<file path="config.mk">
export PLATFORM = sky130hd
export DESIGN_NAME = uart_rx_queue
export DESIGN_NICKNAME = d
export VERILOG_FILES = /design/src/rtl/rxf_pkg.sv /design/src/rtl/rxf_queue.sv /design/src/rtl/rxf_errlog.sv /design/src/rtl/rxf_hold.sv /design/src/rtl/uart_rx_queue.sv
export SDC_FILE = /design/constraint.sdc
export NUM_CORES = 1
export LEC_CHECK = 0
export ABC_AREA = 1
export CORE_UTILIZATION = 55
export CTS_BUF_LIST = sky130_fd_sc_hd__clkbuf_4
export DETAILED_ROUTE_END_ITERATION = 7
export MAX_ROUTING_LAYER = met4
export PLACE_DENSITY_LB_ADDON = 0.3
export SETUP_SLACK_MARGIN = 0.05
export SLEW_MARGIN = 20
export SYNTH_ARGS = -nofsm -noshare
export SYNTH_HDL_FRONTEND = slang
export SYNTH_SLANG_ARGS = --single-unit
</file>
<file path="constraint.sdc">
create_clock -name clk -period 2.8 [get_ports clk]
set_clock_uncertainty 0.1 [all_clocks]
set_input_delay 0.56 -clock clk [delete_from_list [all_inputs] [get_ports clk]]
set_output_delay 0.56 -clock clk [all_outputs]
set_load 0.02 [all_outputs]
</file>
<file path="src/rtl/rxf_pkg.sv">
package rxf_pkg;
  typedef enum logic [1:0] {
    RA_CTRL = 2'd0,
    RA_STAT = 2'd1,
    RA_ERR  = 2'd2,
    RA_DATA = 2'd3
  } rxf_addr_e;

  localparam int NERR    = 4;
  localparam int EB_OVR  = 0;
  localparam int EB_PAR  = 1;
  localparam int EB_FRM  = 2;
  localparam int EB_BRK  = 3;

  localparam int CB_EN   = 0;
  localparam int CB_CLR  = 1;

  localparam int CNT_W   = 8;
  localparam int SB_FULL = 8;
  localparam int SB_ERR  = 9;
endpackage

</file>
<file path="src/rtl/rxf_queue.sv">
module rxf_queue #(
  parameter int DEPTH = 16,
  parameter int W     = 8
) (
  input  logic                     clk,
  input  logic                     rst_n,
  input  logic                     clr,
  input  logic                     push,
  input  logic                     pop,
  input  logic [W-1:0]             din,
  output logic [W-1:0]             dout,
  output logic [$clog2(DEPTH):0]   count,
  output logic                     full,
  output logic                     empty
);
  localparam int AW = $clog2(DEPTH);

  logic [W-1:0] mem [DEPTH];
  logic [AW:0]  wp, rp;

  // the extra top bit of each pointer separates full from empty
  assign count = wp - rp;
  assign empty = (wp == rp);
  assign full  = (count == (AW+1)'(DEPTH));
  assign dout  = mem[rp[AW-1:0]];

  always_ff @(posedge clk or negedge rst_n) begin
    if (!rst_n) begin
      wp <= '0;
      rp <= '0;
    end else if (clr) begin
      wp <= '0;
      rp <= '0;
    end else begin
      if (push && !full) wp <= wp + 1'b1;
      if (pop && !empty) rp <= rp + 1'b1;
    end
  end

  always_ff @(posedge clk) begin
    if (push && !full && !clr) mem[wp[AW-1:0]] <= din;
  end
endmodule

</file>
<file path="src/rtl/rxf_errlog.sv">
module rxf_errlog #(
  parameter int N = 4
) (
  input  logic         clk,
  input  logic         rst_n,
  input  logic [N-1:0] set,
  input  logic         rd_clr,
  output logic [N-1:0] err_q
);
  // a read clears the old bits, and new bits from the same cycle survive
  always_ff @(posedge clk or negedge rst_n) begin
    if (!rst_n) err_q <= '0;
    else        err_q <= (rd_clr ? '0 : err_q) | set;
  end
endmodule

</file>
<file path="src/rtl/rxf_hold.sv">
module rxf_hold #(
  parameter int W = 8
) (
  input  logic         clk,
  input  logic         rst_n,
  input  logic         load,
  input  logic [W-1:0] din,
  input  logic         take,
  output logic [W-1:0] hold_q,
  output logic         hfull
);
  always_ff @(posedge clk or negedge rst_n) begin
    if (!rst_n) begin
      hold_q <= '0;
      hfull  <= 1'b0;
    end else if (load) begin
      hold_q <= din;
      hfull  <= 1'b1;
    end else if (take) begin
      hfull  <= 1'b0;
    end
  end
endmodule

</file>
<file path="src/rtl/uart_rx_queue.sv">
module uart_rx_queue
  import rxf_pkg::*;
#(
  parameter int DEPTH = 16,
  parameter int DW    = 8,
  parameter int BW    = 32
) (
  input  logic          clk,
  input  logic          rst_n,
  input  logic          rx_valid,
  output logic          rx_ready,
  input  logic [DW-1:0] rx_data,
  input  logic          rx_par_err,
  input  logic          rx_frm_err,
  input  logic          rx_break,
  input  logic          bus_rd,
  input  logic          bus_wr,
  input  logic [1:0]    bus_addr,
  input  logic [1:0]    bus_wdata,
  output logic [BW-1:0] bus_rdata,
  output logic          data_ready,
  output logic          evt_rx,
  output logic          evt_err
);
  localparam int AW = $clog2(DEPTH);
  localparam int CW = AW + 1;

  rxf_addr_e      sel;
  logic           en_q;
  logic           rd_data, rd_err, ctl_wr, clr;
  logic           offer;
  logic [DW-1:0]  byte_in;
  logic           q_push, q_pop, q_full, q_empty;
  logic [DW-1:0]  q_dout;
  logic [CW-1:0]  q_count;
  logic           drop, hold_over, underflow;
  logic [NERR-1:0] err_set, err_q;
  logic [DW-1:0]  hold_q;
  logic           hfull;
  logic           evt_rx_d, evt_err_d;
  logic [CNT_W-1:0] cnt_field;

  assign sel     = rxf_addr_e'(bus_addr);
  assign rd_data = bus_rd && !bus_wr && (sel == RA_DATA);
  assign rd_err  = bus_rd && !bus_wr && (sel == RA_ERR);
  assign ctl_wr  = bus_wr && (sel == RA_CTRL);
  assign clr     = ctl_wr && bus_wdata[CB_CLR];

  // a break takes the slot and stands in for a null byte
  assign offer   = rx_valid || rx_break;
  assign byte_in = rx_break ? '0 : rx_data;

  assign q_push    = en_q && offer && !q_full && !clr;
  assign q_pop     = en_q && rd_data && !q_empty;
  assign drop      = en_q && offer && q_full;
  assign hold_over = !en_q && offer && hfull && !rd_data;
  assign underflow = en_q && rd_data && q_empty;

  always_comb begin
    err_set         = '0;
    err_set[EB_OVR] = drop || hold_over;
    err_set[EB_PAR] = rx_valid && !rx_break && rx_par_err;
    err_set[EB_FRM] = rx_valid && !rx_break && rx_frm_err;
    err_set[EB_BRK] = rx_break;
  end

  assign evt_err_d = (|err_set) || underflow;
  assign evt_rx_d  = rx_valid && !rx_break &&
                     (!en_q || (!q_full && !clr));

  rxf_queue #(.DEPTH(DEPTH), .W(DW)) u_queue (
    .clk   (clk),
    .rst_n (rst_n),
    .clr   (clr),
    .push  (q_push),
    .pop   (q_pop),
    .din   (byte_in),
    .dout  (q_dout),
    .count (q_count),
    .full  (q_full),
    .empty (q_empty)
  );

  rxf_errlog #(.N(NERR)) u_errlog (
    .clk    (clk),
    .rst_n  (rst_n),
    .set    (err_set),
    .rd_clr (rd_err),
    .err_q  (err_q)
  );

  rxf_hold #(.W(DW)) u_hold (
    .clk    (clk),
    .rst_n  (rst_n),
    .load   (!en_q && offer),
    .din    (byte_in),
    .take   (!en_q && rd_data),
    .hold_q (hold_q),
    .hfull  (hfull)
  );

  always_ff @(posedge clk or negedge rst_n) begin
    if (!rst_n) begin
      en_q    <= 1'b0;
      evt_rx  <= 1'b0;
      evt_err <= 1'b0;
    end else begin
      if (ctl_wr) en_q <= bus_wdata[CB_EN];
      evt_rx  <= evt_rx_d;
      evt_err <= evt_err_d;
    end
  end

  assign rx_ready   = en_q ? !q_full : 1'b1;
  assign data_ready = en_q ? !q_empty : hfull;

  // a full queue shows a zero count next to the full flag
  assign cnt_field = q_full ? '0 : CNT_W'(q_count);

  always_comb begin
    bus_rdata = '0;
    unique case (sel)
      RA_CTRL: bus_rdata[CB_EN] = en_q;
      RA_STAT: begin
        bus_rdata[CNT_W-1:0] = cnt_field;
        bus_rdata[SB_FULL]   = q_full;
        bus_rdata[SB_ERR]    = |err_q;
      end
      RA_ERR:  bus_rdata[NERR-1:0] = err_q;
      RA_DATA: bus_rdata[DW-1:0]   = en_q ? (q_empty ? '0 : q_dout) : hold_q;
      default: bus_rdata = '0;
    endcase
  end
endmodule

</file>
==> results.ini, run 1 <==
[clock_network]
clk_pin_slew_ns = 0.13
clkLatencyLatePin_ns = 0.58
cts_tree = yes
clk_root_buffer_cell = clkbuf_4
cts_hold_repair.buffers = 0
clock_sink_count = 154
cts_h_tree_lvls = 4
cts_buffer_depth = 2
cts-buffers-inserted = 17

[logic_synthesis]
post-synth-top-count-cell = nand2_1
post-synth-top-area-cell = edfxtp_1
leading_post_synthesis_cells_by_instance_count = nand2_1, edfxtp_1, nor2_1
synth_area_sq_um = 7264
distinct_cell_type_count_after_synthesis = 38
yosys_register_bits = 154
synth_instances = 709
netlist_top_cells_area = edfxtp_1, dfrtp_1, nand2_1
yosysWarningCount = 0
post_synth.cell_area_avg_sq_um = 10.25
synth_ff_type = edfxtp_1
post_synth_edffs = 128
synth_top_cell_area_share_pct = 52.91
synth_seq_area_share_pct = 61.87
proportion_of_synthesized_flip_flops_having_asynchronous_set_or_reset_pct = 16.88

[worst_setup_path]
reg2reg_setup_slack_ns = 0.12
cp-start-kind = flop
crit_family = adder cells
critPathMaxFanout = 2
critical_path.reg2reg.startpoint = u_queue.wp[0]$_DFFE_PN0P_
critical_path.reg2reg.endpoint = u_queue.mem[8][3]$_DFFE_PP_
r2r_cells = 14
worstSetupEndpointType = primary output
critical_path_buf_inv_count = 4
critPathKind = flop to primary output
crit_chain = inv_2 -> ha_4 -> inv_2 -> fa_2 -> xor2_2 -> nor3_2 -> nand2_2 -> nor2_4 -> buf_6 -> nand2_4 -> buf_6
worst_path_largest_cell_delay_ns = 0.41
slowest_stage = dfrtp_1
cp_num_cells = 11
critical_path_required_ns = 2.14
arrival_ns = 2.53

[sta]
final.setup.worst_slack_ns = -0.3875
finalMaxSlewViolations = 0
min_cycle_time_layout_ns = 3.188
slew_headroom_pct = 39.69
hold_violations = 0
fmax_mhz = 313.7
setup_viol_count_final = 11
rsz_0062_raised_after_global_routing = true
tightest_slew_ns = 0.9037
finalCritPeriodShare_pct = 113.8

[global_routing]
vias_in_the_first_global_route = 5300
first_pass_grt_wire_length_mm = 26.70
gr-usage-all-layers_pct = 28.40
antenna_violations_before_repair = 0
grt_start_max_net_pins = 57
overflow = 0

[power]
pwr-share-clk_pct = 19.7
power.density_nw_per_um2 = 854.6
power_switching_mw = 2.814
max-vdd-ir-drop_mv = 0.4657
power_frac_comb_pct = 44.2
p_seq_share_pct = 36.1
finalPower_mw = 7.626
cell_internal_pwr_mw = 4.812
leakagePower_nw = 3.578
power_switching_share_pct = 36.89

[floorplanning]
core_region_area_sq_um = 12770
overall_die_width_um = 116.9
start_util_pct = 56.87
chipHeight_um = 116.9
die_area_sq_um = 13670
core.rowCount = 41
ios = 56

[route]
drt_total_wl_mm = 18.81
drt_first_iter_violations = 588
route.vias.total = 5573
vias_per_cell = 5.646
detail_route.wl_per_cell_um = 19.06
drtPass1Iterations = 5
drcViolationCount = 0
ant_nets = 0

[outcome]
status = finished, violations left
failed_checks = setup timing

[final_layout]
fraction_of_layout_cells_with_a_size_suffix_above_1_pct = 22.73
multiInputGateArea_sq_um = 2512
nets = 831
n_fill_cell = 882
utilization_pct = 69.86
seq_area_sq_um = 4496
design_area_sq_um = 8924
area_delta_synth_final_pct = 22.84

[placement]
total_placed_instance_area_sq_um = 8009
detailedPlacementHpwl_mm = 10.99
place.gp.congestion = 0.9411
buffer_ports.inserted = 33

[min_path]
worstHoldPathType = primary input to async pin

[flow_run]
max-cap-violations = 0

==> placed cells by master (no fill, tap or decap), drive strengths merged, types with 5 or more instances in the layout <==
cell type,synthesis,final
clkinv,1,12
o211ai,14,14
o22ai,7,7
nand2,147,147
clkbuf,9,23
buf,43,78
inv,57,55
clkdlybuf4s50,0,21
nand3,38,38
ha,9,9
conb,1,22
nor2,123,123
dfrtp,26,26
o21ai,74,74
edfxtp,128,128
nand4,5,5
a21oi,10,10
==> routing by layer <==
metal / vias up / track usage, % / share of wire [%]
li1: 2533 / - / -
met1: 2682 / 34.59 / 39
met2: 301 / 43.43 / 48
met3: 57 / 7.518 / 8.1
met4: 0 / 15.53 / 4.3
met5: - / - / 0
==> sequential cells by signal, indices dropped and copies added, names as in the netlist <==
signal and flops:
evt_err 1, u_errlog.err_q 4, u_hold.hold_q 8, en_q 1
u_queue.mem 128, u_queue.rp 5, evt_rx 1, u_hold.hfull 1
u_queue.wp 5
==> power groups by stage <==
stage                     Clock [mW]  Sequential [mW]  Combinational [mW]
after CTS                       1.50             2.74                2.94
after global placement             0             2.77                2.51
after detailed placement           0             2.78                2.58
after floorplan                    0             2.77                1.63
after global routing            1.59             2.76                3.61
final                           1.50             2.75                3.37
==> cell type report <==
| class | count | share of cell area (%) |
|---|---|---|
| Clock buffer | 19 | 1.598 |
| Clock inverter | 13 | 1.977 |
| Timing Repair Buffer | 104 | 12.66 |
| Antenna cell | 1 | 0.02804 |
| Inverter | 58 | 2.790 |
| Tap cell | 172 | 2.412 |
| Multi-Input combinational cell | 466 | 28.15 |
| Sequential cell | 154 | 50.38 |
==> worst register-to-register path, cell delays in order (launching register included) <==
cell      delay [ns]
dfrtp_1         0.41
inv_2           0.08
ha_4            0.12
inv_2           0.04
fa_2            0.39
xor2_2          0.18
nor3_2          0.18
nand2_2         0.10
nor2_4          0.16
clkinv_4        0.09
buf_8           0.13
nand3_4         0.10
buf_12          0.18
nor2_4          0.06
buf_12          0.13
==> per-stage QoR <==
stage	cells	setup TNS (ns)	setup WS (ns)	hold WS (ns)
after global routing	986	-4.189	-0.4895	0.2545
after detailed placement	936	-18.00	-0.3418	0.3665
final	987	-2.862	-0.3875	0.2597
after CTS	976	-3.530	-0.4497	0.2380
after global placement	936	-6.371	-0.2509	0.3535
after floorplan	730	0	0.06554	0.1644
==> worst max-delay path by stage <==
stage	endpoint	slack (ns)	from
after floorplan	bus_rdata[8]	0.07	u_queue.rp[2]$_DFFE_PN0P_
after global placement	bus_rdata[8]	-0.25	u_queue.wp[0]$_DFFE_PN0P_
after detailed placement	rx_ready	-0.34	u_queue.wp[0]$_DFFE_PN0P_
after CTS	rx_ready	-0.45	u_queue.wp[0]$_DFFE_PN0P_
after global routing	rx_ready	-0.49	u_queue.wp[0]$_DFFE_PN0P_
final	rx_ready	-0.39	u_queue.wp[0]$_DFFE_PN0P_
==> what timing repair did <==
item | in CTS | in global routing
endpoints found under the setup margin | 140 | 121
gates resized for setup | 95 | 71
buffers inserted | 6 | 6
gates cloned | 3 | 5
pin swaps | 16 | 24
==> logic make-up (layout without fill, tap and decap cells) <==
family | count (synthesis) | in the layout | share of synthesized area [%]
AND/OR/NAND/NOR | 318 | 318 | 19.08
flip-flops | 154 | 154 | 61.87
buffers and inverters | 110 | 194 | 7.768
AO/OA/AOI/OAI | 109 | 109 | 8.250
adder cells (fa/ha/maj) | 10 | 10 | 1.826
XOR/XNOR | 7 | 7 | 1.154
other | 1 | 23 | 0.05162
Power figures use the tool's default switching activity.
==> run 2: changes to the inputs <==
CAP_MARGIN = 10   (was not set)
==> results of run 2 <==
The final DEF is identical to that of run 1; final timing and power are the same.
